File: src/rtl/pwrup_pkg.sv
package pwrup_pkg;

    localparam int WORD_W  = 32;
    localparam int STEP_W  = 4;
    localparam int N_STEPS = 10;

    typedef enum logic [1:0] {
        ST_IDLE,
        ST_RUN,
        ST_WAIT
    } seq_state_e;

    typedef enum logic [1:0] {
        TGT_CTL,
        TGT_OVR,
        TGT_CLK
    } step_tgt_e;

    typedef enum logic [1:0] {
        WT_NONE,
        WT_SHORT,
        WT_LONG
    } wait_sel_e;

    typedef struct packed {
        step_tgt_e          tgt;
        logic [WORD_W-1:0]  val;
        wait_sel_e          wsel;
    } step_t;

    typedef struct packed {
        seq_state_e         state;
        logic [STEP_W-1:0]  step;
        logic [WORD_W-1:0]  ctl;
        logic [WORD_W-1:0]  ovr;
        logic [WORD_W-1:0]  clkb;
        logic               busy;
        logic               done;
    } seq_regs_t;

endpackage

File: src/rtl/pwrup_steps.sv
module pwrup_steps
    import pwrup_pkg::*;
(
    input  logic [STEP_W-1:0] idx_i,
    output step_t             step_o,
    output logic              last_o
);

    always_comb begin
        step_o = '{tgt: TGT_CTL, val: '0, wsel: WT_NONE};
        unique case (idx_i)
            4'd0: step_o = '{tgt: TGT_CTL, val: 32'h0010_D700, wsel: WT_NONE};
            4'd1: step_o = '{tgt: TGT_OVR, val: 32'h0040_0000, wsel: WT_SHORT};
            4'd2: step_o = '{tgt: TGT_CTL, val: 32'h0010_1700, wsel: WT_NONE};
            4'd3: step_o = '{tgt: TGT_CTL, val: 32'h0010_1703, wsel: WT_SHORT};
            4'd4: step_o = '{tgt: TGT_CLK, val: 32'h0000_0001, wsel: WT_NONE};
            4'd5: step_o = '{tgt: TGT_CTL, val: 32'h0010_1603, wsel: WT_SHORT};
            4'd6: step_o = '{tgt: TGT_OVR, val: 32'h0000_0000, wsel: WT_NONE};
            4'd7: step_o = '{tgt: TGT_CTL, val: 32'h0010_0203, wsel: WT_LONG};
            4'd8: step_o = '{tgt: TGT_CTL, val: 32'h1010_0203, wsel: WT_NONE};
            4'd9: step_o = '{tgt: TGT_CLK, val: 32'h0000_0003, wsel: WT_NONE};
            default: step_o = '{tgt: TGT_CTL, val: '0, wsel: WT_NONE};
        endcase
    end

    assign last_o = (idx_i == STEP_W'(N_STEPS - 1));

endmodule

File: src/rtl/pwrup_timer.sv
module pwrup_timer #(
    parameter int CNT_W = 8
) (
    input  logic             clk_i,
    input  logic             rst_i,
    input  logic             load_i,
    input  logic [CNT_W-1:0] load_val_i,
    output logic             zero_o
);

    logic [CNT_W-1:0] cnt_d, cnt_q;

    always_comb begin
        cnt_d = cnt_q;
        if (load_i) begin
            cnt_d = load_val_i;
        end else if (cnt_q != '0) begin
            cnt_d = cnt_q - 1'b1;
        end
    end

    always_ff @(posedge clk_i) begin
        if (rst_i) begin
            cnt_q <= '0;
        end else begin
            cnt_q <= cnt_d;
        end
    end

    assign zero_o = (cnt_q == '0);

    // an unloaded nonzero count falls by exactly one per cycle
    assert_countdown_R5: assert property (@(posedge clk_i) disable iff (rst_i)
        (!load_i && cnt_q != '0) |=> (cnt_q == CNT_W'($past(cnt_q) - 1'b1)));

endmodule

File: src/rtl/l2_pwrup_seq.sv
module l2_pwrup_seq
    import pwrup_pkg::*;
#(
    parameter int CYC_PER_US = 19,
    parameter int SHORT_US   = 2,
    parameter int LONG_US    = 54,
    parameter int STATUS_BIT = 9
) (
    input  logic              clk_i,
    input  logic              rst_i,
    input  logic              start_i,
    input  logic [WORD_W-1:0] pwr_status_i,
    output logic              busy_o,
    output logic              done_o,
    output logic [WORD_W-1:0] pwr_ctl_o,
    output logic [WORD_W-1:0] dbg_ovr_o,
    output logic [WORD_W-1:0] clk_br_o
);

    localparam int SHORT_CYC = SHORT_US * CYC_PER_US;
    localparam int LONG_CYC  = LONG_US * CYC_PER_US;
    localparam int MAX_CYC   = (LONG_CYC > SHORT_CYC) ? LONG_CYC : SHORT_CYC;
    localparam int CNT_W     = $clog2(MAX_CYC + 1);

    seq_regs_t         r_d, r_q;
    logic [STEP_W-1:0] idx;
    step_t             cur_step;
    logic              is_last;
    logic              fire;
    logic              t_load;
    logic [CNT_W-1:0]  t_val;
    logic              t_zero;
    logic              status_unused;

    assign status_unused = ^pwr_status_i;

    assign idx = (r_q.state == ST_IDLE) ? '0 : r_q.step;

    pwrup_steps i_steps (
        .idx_i  (idx),
        .step_o (cur_step),
        .last_o (is_last)
    );

    pwrup_timer #(.CNT_W(CNT_W)) i_timer (
        .clk_i      (clk_i),
        .rst_i      (rst_i),
        .load_i     (t_load),
        .load_val_i (t_val),
        .zero_o     (t_zero)
    );

    always_comb begin
        r_d      = r_q;
        r_d.done = 1'b0;
        fire     = 1'b0;
        t_load   = 1'b0;
        t_val    = '0;

        unique case (r_q.state)
            ST_IDLE: begin
                if (start_i) begin
                    if (pwr_status_i[STATUS_BIT]) begin
                        r_d.done = 1'b1;
                    end else begin
                        fire     = 1'b1;
                        r_d.busy = 1'b1;
                    end
                end
            end
            ST_RUN:  fire = 1'b1;
            ST_WAIT: fire = t_zero;
            default: r_d.state = ST_IDLE;
        endcase

        if (fire) begin
            unique case (cur_step.tgt)
                TGT_CTL: r_d.ctl  = cur_step.val;
                TGT_OVR: r_d.ovr  = cur_step.val;
                TGT_CLK: r_d.clkb = cur_step.val;
                default: r_d.ctl  = r_q.ctl;
            endcase
            if (is_last) begin
                r_d.state = ST_IDLE;
                r_d.step  = '0;
                r_d.busy  = 1'b0;
                r_d.done  = 1'b1;
            end else begin
                r_d.step = STEP_W'(idx + 1'b1);
                unique case (cur_step.wsel)
                    WT_SHORT: begin
                        t_load    = 1'b1;
                        t_val     = CNT_W'(SHORT_CYC - 1);
                        r_d.state = ST_WAIT;
                    end
                    WT_LONG: begin
                        t_load    = 1'b1;
                        t_val     = CNT_W'(LONG_CYC - 1);
                        r_d.state = ST_WAIT;
                    end
                    default: r_d.state = ST_RUN;
                endcase
            end
        end
    end

    always_ff @(posedge clk_i) begin
        if (rst_i) begin
            r_q <= '{state: ST_IDLE, step: '0, ctl: '0, ovr: '0,
                     clkb: '0, busy: 1'b0, done: 1'b0};
        end else begin
            r_q <= r_d;
        end
    end

    assign busy_o    = r_q.busy;
    assign done_o    = r_q.done;
    assign pwr_ctl_o = r_q.ctl;
    assign dbg_ovr_o = r_q.ovr;
    assign clk_br_o  = r_q.clkb;

    assert_reset_clears_R1: assert property (@(posedge clk_i)
        rst_i |=> (pwr_ctl_o == '0 && dbg_ovr_o == '0 && clk_br_o == '0
                   && !busy_o && !done_o));

    assert_skip_no_change_R2: assert property (@(posedge clk_i) disable iff (rst_i)
        (!busy_o && start_i && pwr_status_i[STATUS_BIT]) |=>
        (done_o && !busy_o && $stable(pwr_ctl_o) && $stable(dbg_ovr_o)
         && $stable(clk_br_o)));

    assert_busy_ends_with_done_R7: assert property (@(posedge clk_i) disable iff (rst_i)
        busy_o |=> (busy_o || done_o));

    assert_done_pulse_R8: assert property (@(posedge clk_i) disable iff (rst_i)
        done_o |=> !done_o);

    assert_idle_hold_R11: assert property (@(posedge clk_i) disable iff (rst_i)
        (!busy_o && !start_i) |=>
        (!busy_o && $stable(pwr_ctl_o) && $stable(dbg_ovr_o) && $stable(clk_br_o)));

endmodule

File: config.mk
export PLATFORM = sky130hd
export DESIGN_NAME = l2_pwrup_seq
export DESIGN_NICKNAME = d
export VERILOG_FILES = /design/src/rtl/pwrup_pkg.sv /design/src/rtl/pwrup_steps.sv /design/src/rtl/pwrup_timer.sv /design/src/rtl/l2_pwrup_seq.sv
export SDC_FILE = /design/constraint.sdc
export NUM_CORES = 1
export LEC_CHECK = 0
export CAP_MARGIN = 20
export CELL_PAD_IN_SITES_DETAIL_PLACEMENT = 1
export CELL_PAD_IN_SITES_GLOBAL_PLACEMENT = 2
export CORE_MARGIN = 1.5
export CORE_UTILIZATION = 23
export DETAILED_ROUTE_END_ITERATION = 8
export MAX_ROUTING_LAYER = met4
export PLACE_DENSITY_LB_ADDON = 0.1
export SETUP_SLACK_MARGIN = 0.4
export SKIP_LAST_GASP = 1
export SLEW_MARGIN = 20
export SYNTH_ARGS = -nofsm -noshare
export SYNTH_HDL_FRONTEND = slang
export SYNTH_SLANG_ARGS = --single-unit
File: constraint.sdc
create_clock -name clk_i -period 3.4 [get_ports clk_i]
set_input_delay 0.51 -clock clk_i [delete_from_list [all_inputs] [get_ports clk_i]]
set_output_delay 0.51 -clock clk_i [all_outputs]
set_load 0.03 [all_outputs]
==> flow_summary.yaml, run 1 <==
synthesis:
  ys_async_sr_fraction: 0
  synthFlopType: "dfxtp_1"
  yosysWarningCount: 0
  syn_area_um2: 2630
  synth.distinct_cells: 45
  postSynthCellCount: 314
  synth.yosys.seq_area_share: 0.327
  postSynthAreaPerCell_um2: 8.37
  synth-edff-count: 0
  synth-seq-cells: 43
pwr:
  p_int_w: 0.000997
  power_switching_w: 0.000592
  switching_share: 0.373
  seqPwrFrac: 0.386
  pwr_density_cell_nw_per_um2: 560
  ir_worst_vdd_v: 0.000187
  comb_power_share: 0.310
  leakagePower_nw: 1.13
  p_clk_frac: 0.304
critical_path:
  cp.arrival_ns: 2.76
  worstPathCellList: "inv_1 -> nor2_1 -> ha_1 -> nand2_1 -> ha_1 -> a31oi_1 -> o21ai_1 -> nand2b_1 -> a211oi_1"
  critical_path.slowest_cell: "dfxtp_1"
  max_stage_delay_ns: 0.61
  crit_required_ns: 3.59
  worst_setup_path_end_kind: "flip-flop"
  worst-path-buf-inv: 1
  cp-start-kind: "flip-flop"
  crit_path_frequent_cell: "ha_1"
  crit_family: "compound AO/OA/AOI/OAI gates"
  critical_path_class: "flip-flop to flip-flop"
  worst-path-max-fanout: 13
  r2r_start: "r_q[100]"
  startpoint: "r_q[100]"
final_layout:
  areaGrowthSynthToFinish_pct: 7.90
  drive_gt1_frac: 0.0559
  final_cell_mix: "conb_1 (63), dfxtp_1 (43), clkdlybuf4s50_1 (38), nor2_1 (22), a21oi_1 (16)"
  fin_nets: 360
  regArea_um2: 861
  multi_input_area_um2: 1210
  n_antenna_cell: 0
  fillers: 1326
  fin_util: 0.258
  final_cells: 462
  layout_commonest_cell: "conb_1"
grt:
  grt_overflow: 0
  grt_pass1_wl_um: 9170
  antenna_found_initial: 0
  grt_pass1_vias: 1722
  grt_usage: 0.102
  grt_max_degree: 15
sta:
  timing.final.crit_period_ns: 2.57
  clock_skew_ns: 0.0103
  finalHoldViolations: 0
  fin_crit_sh: 0.756
  setup_violations: 0
  fmax_mhz: 389
  grt_setup_unrepaired: "false"
  slew_headroom: 0.637
  holdWs_ns: 0.451
  setup_slack_ns: 0.829
  worstMarginPinSlew_ns: 0.542
  maxSlewViolCount: 0
  fin_setup_tns_ns: 0
routing:
  wl_per_cell_um: 12.4
  vias_per_cell: 3.90
  wirelength_um: 5740
  vias: 1804
  drt_first_iter_violations: 24
  antenna_left: 0
  first_pass_iters: 4
  post-route-drc-count: 0
die:
  coreArea_um2: 11000
  fp.dieW_um: 110
  die_area_um2: 12100
  ioPinCount: 133
  die_y_um: 110
  rows: 38
  initial_core_util: 0.239
clock_network:
  htree_levels: 2
  cts_resized: 0
  post_cts_buffers: 0
  cts_tree: "built"
  numCtsBuffers: 5
  postCtsHoldBufs: 0
  cts_root_buf: "clkbuf_16"
  clk_pin_slew_ns: 0.06
  insertion_delay_ns: 0.29
  clk_path_buf_depth: 2
  clock_sinks: 43
hold_path:
  min_from: "clk_br_o[0]"
  hold_class: "flip-flop to flip-flop"
placement:
  pre_cts_ws_ns: 0.840
  dpl.hpwl_um: 4160
  gp_congestion: 0.682
  io_buffers: 38
  place_inst: 454
flow_run:
  cap_violations: 0
status:
  status: "completed"
[power groups by stage]
stage                     sequential [W]  clock, W  combinational, W
after CTS                       0.000615  0.000505          0.000495
final                           0.000614  0.000482          0.000492
after global placement          0.000624         0          0.000487
after floorplan                 0.000609         0          0.000460
after global routing            0.000623  0.000529          0.000540
after detailed placement        0.000626         0          0.000491
[area by class of cell]
cell class / count / area share
sequential: 43 / 0.303
clock inverter: 2 / 0.00441
tap: 140 / 0.0618
inverter: 10 / 0.0132
timing repair buffer: 42 / 0.145
multi-input combinational: 219 / 0.427
clock buffer: 6 / 0.0454
[routing by layer]
layer | vias up | wire length, µm | global-route usage
met3 | 4 | 245 | 0.0267
met4 | 0 | 65 | 0.0278
li1 | 897 | - | -
met1 | 848 | 2930 | 0.144
met5 | - | 0 | -
met2 | 55 | 2490 | 0.141
[kinds of logic after synthesis]
logic type / Yosys count / share of synthesized area
buffers and inverters: 114 / 0.300
and+or+nand+nor: 96 / 0.208
AOI/OAI and AO/OA: 46 / 0.109
DFF: 43 / 0.327
xor gates and xnor gates: 7 / 0.0233
adders and majority gates: 4 / 0.0190
muxes: 3 / 0.0114
other: 1 / 0.00143
[per-stage QoR]
stage	total power, W	cell area (µm²)
global placement	0.00111	2700
CTS	0.00161	2840
detailed placement	0.00112	2700
global route	0.00169	2840
floorplan	0.00107	2860
finish	0.00159	2840
[worst min-delay path, stage by stage (launching register included)]
cell,delay (ns)
dfxtp_1,0.31
inv_1,0.05
a21oi_1,0.05
[synthesized netlist by cell type, drive strengths merged (3+ instances only)]
| cell type | count | share of area |
|---|---|---|
| or3 | 4 | 0.0095 |
| nor3b | 3 | 0.0086 |
| a211oi | 5 | 0.014 |
| mux2i | 3 | 0.011 |
| nor4b | 3 | 0.018 |
| nand3 | 7 | 0.013 |
| a21oi | 17 | 0.034 |
| nor2 | 22 | 0.031 |
| dfxtp | 43 | 0.33 |
| xnor2 | 4 | 0.013 |
| nand2b | 7 | 0.017 |
| nor3 | 7 | 0.013 |
| nand2 | 15 | 0.021 |
| and2 | 13 | 0.031 |
| o21ai | 12 | 0.023 |
| and3 | 3 | 0.0071 |
| buf | 97 | 0.28 |
| xor2 | 3 | 0.010 |
| inv | 10 | 0.014 |
| ha | 4 | 0.019 |
| clkbuf | 7 | 0.010 |
| or3b | 3 | 0.010 |
[worst paths after layout]
kind / endpoint / slack (ns) / depth (start not counted)
min: clk_br_o[0] / 0.45 / 2
min reg2reg: clk_br_o[0] / 0.45 / 2
max: i_timer.cnt_q[1] / 0.83 / 9
max reg2reg: i_timer.cnt_q[1] / 0.83 / 9
[registers in the layout, indices dropped and copies added (netlist names)]
name / cells
busy_o: 1
pwr_ctl_o: 8
clk_br_o: 8
r_q: 6
done_o: 1
i_timer.cnt_q: 11
dbg_ovr_o: 8
Note: power is estimated with default switching activity, not from simulation.
==> run 2, diff against run 1 <==
Settings changed: CORE_UTILIZATION 23 to 22.
Clock period 3.4 ns to 2.4 ns, I/O delays scaled along.
==> flow_summary.yaml, run 2 (synthesized netlist as in run 1, its figures left out) <==
status:
  status: "complete, but fails checks"
  failed_checks: "DRC"
clock_network:
  clk_path_buf_depth: 2
  clock_sinks: 43
  htree_levels: 2
  clk_pin_slew_ns: 0.06
  insertion_delay_ns: 0.29
  cts_tree: "built"
  numCtsBuffers: 5
  cts_root_buf: "clkbuf_16"
die:
  die_y_um: 112
  initial_core_util: 0.228
  die_area_um2: 12600
  coreArea_um2: 11500
  ioPinCount: 133
  fp.dieW_um: 112
  rows: 39
sta:
  fin_crit_sh: 0.844
  clock_skew_ns: 0.00524
  fmax_mhz: 494
  maxSlewViolCount: 0
  setup_violations: 0
  finalHoldViolations: 0
  fin_setup_tns_ns: 0
  grt_setup_unrepaired: "true"
  timing.final.crit_period_ns: 2.02
  setup_slack_ns: 0.375
routing:
  antenna_left: 0
  post-route-drc-count: 4
  vias: 1915
  drt_first_iter_violations: 55
  vias_per_cell: 3.96
  wirelength_um: 5780
  wl_per_cell_um: 12.0
  first_pass_iters: 6
critical_path:
  reg2reg_to: "i_timer.cnt_q[5]"
  cp-start-kind: "flip-flop"
  worst-path-max-fanout: 4
  worst_setup_path_end_kind: "flip-flop"
  startpoint: "r_q[102]"
  rr_worst_depth: 9
  crit_required_ns: 2.63
  r2r_start: "r_q[102]"
  cp.arrival_ns: 2.26
  rrSetupSlack_ns: 0.38
  critical_path_class: "flip-flop to flip-flop"
grt:
  grt_pass1_wl_um: 9250
  antenna_found_initial: 0
  grt_max_degree: 29
  grt_overflow: 0
  grt_usage: 0.0943
  grt_pass1_vias: 1769
final_layout:
  drive_gt1_frac: 0.171
  final_cell_mix: "conb_1 (63), dfxtp_1 (40), clkdlybuf4s50_1 (38), buf_4 (21), nor2_1 (19)"
  n_antenna_cell: 0
  areaGrowthSynthToFinish_pct: 19.0
  layout_commonest_cell: "conb_1"
  largest_reg_flops: 11
  fin_nets: 378
  regMostFlops: "i_timer.cnt_q"
pwr:
  pwr_density_cell_nw_per_um2: 748
  p_total_w: 0.00234
  leakagePower_nw: 1.24
  ir_worst_vdd_v: 0.000217
hold_path:
  hold_class: "flip-flop to flip-flop"
  hold_path_end: "clk_br_o[0]"
  hold_depth: 2
  min_from: "clk_br_o[0]"
placement:
  dpl.hpwl_um: 4190
  gp_congestion: 0.706
  io_buffers: 38
  pre_cts_ws_ns: 0.238
flow_run:
  cap_violations: 0
run 2: where the power goes:
group | switching [W] | internal (W)
combinational | 0.000488 | 0.000313
sequential | 0.0000797 | 0.000784
clock | 0.000292 | 0.000385
total | 0.000859 | 0.00148
run 2: layout make-up:
class,instances,area (µm²)
multi-input combinational,219,1340
sequential,43,870
inverter,10,37.5
fill,1360,8390
tap,143,179
clock inverter,2,12.5
timing repair buffer,60,558
clock buffer,6,129
run 2: worst max path at each step:
stage,to,slack (ns),depth (start not counted)
finish,i_timer.cnt_q[5],0.38,9
detailed placement,i_timer.cnt_q[2],0.24,9
global route,i_timer.cnt_q[5],0.31,9
floorplan,i_timer.cnt_q[2],0.31,10
global placement,i_timer.cnt_q[2],0.20,9
CTS,i_timer.cnt_q[2],0.39,9
run 2: metal layers:
layer / wire length [µm] / vias up / track usage / share of wire
met5: 0 / - / - / 0
met4: 72 / 0 / 0.0354 / 0.012
met3: 255 / 7 / 0.0211 / 0.044
met2: 2640 / 55 / 0.146 / 0.46
met1: 2810 / 916 / 0.121 / 0.49
li1: - / 937 / - / -
run 2: per-stage QoR:
stage / util / std cells / cell area (µm²) / hold WS, ns
6_report: 0.272 / 483 / 3130 / 0.446
5_1_grt: 0.272 / 483 / 3130 / 0.481
4_1_cts: 0.265 / 479 / 3060 / 0.455
3_5_place_dp: 0.246 / 466 / 2830 / 0.443
3_3_place_gp: 0.246 / 466 / 2830 / 0.440
2_1_floorplan: - / 376 / 2920 / 0.426
run 2: what timing repair did:
action / in CTS / in global routing
pin swaps: 6 / 4
setup buffers: 5 / 4
hold buffers: 0 / 0
setup endpoints to repair: 32 / 32
gates resized for setup: 10 / 12
gates cloned: 0 / 0
run 2: critical path, cell delays in order, from the launching register on:
cell	delay, ns
dfxtp_4	0.34
or2_4	0.26
and3_4	0.18
ha_4	0.15
nand2_4	0.07
ha_4	0.21
a31oi_4	0.17
o21ai_4	0.10
or3b_4	0.41
nand2_1	0.06
==> run 3, diff against run 2 <==
Settings changed: CORE_UTILIZATION 22 to 20.
Clock period 2.4 ns to 1.85 ns, I/O delays scaled along.
==> flow_summary.yaml, run 3 (synthesized netlist as in run 1, its figures left out) <==
status:
  status: "complete, but fails checks"
  failed_checks: "setup timing"
clock_network:
  numCtsBuffers: 5
  htree_levels: 2
  clock_sinks: 43
  cts_root_buf: "clkbuf_16"
  cts_tree: "built"
  clk_pin_slew_ns: 0.07
  insertion_delay_ns: 0.30
  clk_path_buf_depth: 2
routing:
  vias: 2073
  wl_per_cell_um: 11.7
  vias_per_cell: 3.75
  wirelength_um: 6490
  post-route-drc-count: 0
  drt_first_iter_violations: 51
  antenna_left: 0
  first_pass_iters: 4
final_layout:
  areaGrowthSynthToFinish_pct: 38.8
  fin_nets: 419
  final_cell_mix: "conb_1 (63), buf_4 (50), dfxtp_1 (37), dlygate4sd2_1 (35), nor2_1 (17)"
  n_antenna_cell: 0
  drive_gt1_frac: 0.352
  layout_commonest_cell: "conb_1"
  fin_area_um2: 3650
  final_cells: 553
  regMostFlops: "i_timer.cnt_q"
  largest_reg_flops: 11
sta:
  maxSlewViolCount: 0
  grt_setup_unrepaired: "true"
  setup_slack_ns: -0.0904
  fin_setup_tns_ns: -0.541
  finalHoldViolations: 0
  slew_headroom: 0.673
  timing.final.crit_period_ns: 1.94
  clock_skew_ns: 0.00716
  fin_crit_sh: 1.05
  worstMarginPinSlew_ns: 0.486
  setup_violations: 12
  fmax_mhz: 515
grt:
  grt_max_degree: 29
  antenna_found_initial: 0
  grt_usage: 0.0980
  grt_pass1_wl_um: 10300
  grt_overflow: 0
  grt_pass1_vias: 2020
critical_path:
  cp.arrival_ns: 2.18
  crit_required_ns: 2.09
  rr_worst_depth: 9
  cp-start-kind: "flip-flop"
  critical_path_class: "flip-flop to flip-flop"
  reg2reg_to: "i_timer.cnt_q[2]"
  rrSetupSlack_ns: -0.09
  worst-path-max-fanout: 4
  r2r_start: "r_q[103]"
  worst_setup_path_end_kind: "flip-flop"
die:
  initial_core_util: 0.207
  rows: 41
  die_y_um: 118
  fp.dieW_um: 118
  coreArea_um2: 12700
  die_area_um2: 13800
  ioPinCount: 133
placement:
  pre_cts_ws_ns: -0.222
  place_inst: 534
  placed_area_um2: 3200
  dpl.hpwl_um: 4900
  io_buffers: 38
  gp_congestion: 0.689
pwr:
  ir_worst_vdd_v: 0.000285
  p_total_w: 0.00348
  pwr_density_cell_nw_per_um2: 954
  leakagePower_nw: 1.66
hold_path:
  min_from: "dbg_ovr_o[8]"
  hold_class: "flip-flop to flip-flop"
  hold_path_end: "dbg_ovr_o[8]"
  hold_depth: 1
flow_run:
  cap_violations: 0
-- run 3: cell types whose count changed in the layout (fill, tap and decap cells not counted), moves of 12 or more --
cell / change
clkdlybuf4s50_1: -35
dlygate4sd2_1: +35
buf_4: +29
buf_6: +12
-- run 3: worst max-delay path by stage --
stage / cells past startpoint / slack [ns] / to / start
2_1_floorplan: 10 / -0.24 / i_timer.cnt_q[2] / r_q[102]
3_3_place_gp: 9 / -0.24 / i_timer.cnt_q[2] / r_q[102]
3_5_place_dp: 9 / -0.22 / i_timer.cnt_q[2] / r_q[102]
4_1_cts: 9 / -0.1 / i_timer.cnt_q[2] / r_q[103]
5_1_grt: 9 / -0.15 / i_timer.cnt_q[2] / r_q[103]
6_report: 9 / -0.09 / i_timer.cnt_q[2] / r_q[103]
-- run 3: worst max-delay path, cell delays in order (launching register included) --
cell	delay, ns
dfxtp_2	0.32
or2_4	0.26
and3_4	0.16
ha_4	0.16
nand2_4	0.06
ha_4	0.21
a31oi_4	0.16
o21ai_4	0.09
or3b_4	0.38
o21ai_1	0.07
-- run 3: power breakdown --
| part | switching [W] | leakage [nW] | internal [W] | total [W] |
|---|---|---|---|---|
| registers | 0.0000721 | 0.353 | 0.00102 | 0.00109 |
| clock network | 0.000409 | 0.0669 | 0.000500 | 0.000908 |
| logic | 0.000804 | 1.24 | 0.000679 | 0.00148 |
-- run 3: final cells by class --
| type | count | area (µm²) |
|---|---|---|
| multi-input cells | 219 | 1520 |
| clock buffers | 6 | 129 |
| well taps | 172 | 215 |
| repair buffers | 101 | 867 |
| clock inverters | 2 | 12.5 |
| fillers | 1554 | 9070 |
| flip-flops and latches | 43 | 868 |
| inverters | 10 | 37.5 |
-- run 3: per-layer routing --
metal / GRT usage / up-vias / share of wire
li1: - / 1016 / -
met1: 0.115 / 989 / 0.46
met2: 0.159 / 60 / 0.48
met3: 0.0218 / 8 / 0.040
met4: 0.0480 / 0 / 0.022
met5: - / - / 0
-- run 3: repair_timing --
item | 4_1_cts | 5_1_grt
gates cloned | 0 | 0
hold buffers | 0 | 0
resized for setup | 80 | 19
pin swaps | 32 | 7
setup endpoints to repair | 78 | 43
buffers inserted | 5 | 6
-- run 3: stage by stage --
stage / hold slack, ns / utilization
finish: 0.459 / 0.287
global route: 0.477 / 0.287
CTS: 0.463 / 0.278
detailed placement: 0.446 / 0.252
global placement: 0.443 / 0.252
floorplan: 0.426 / -
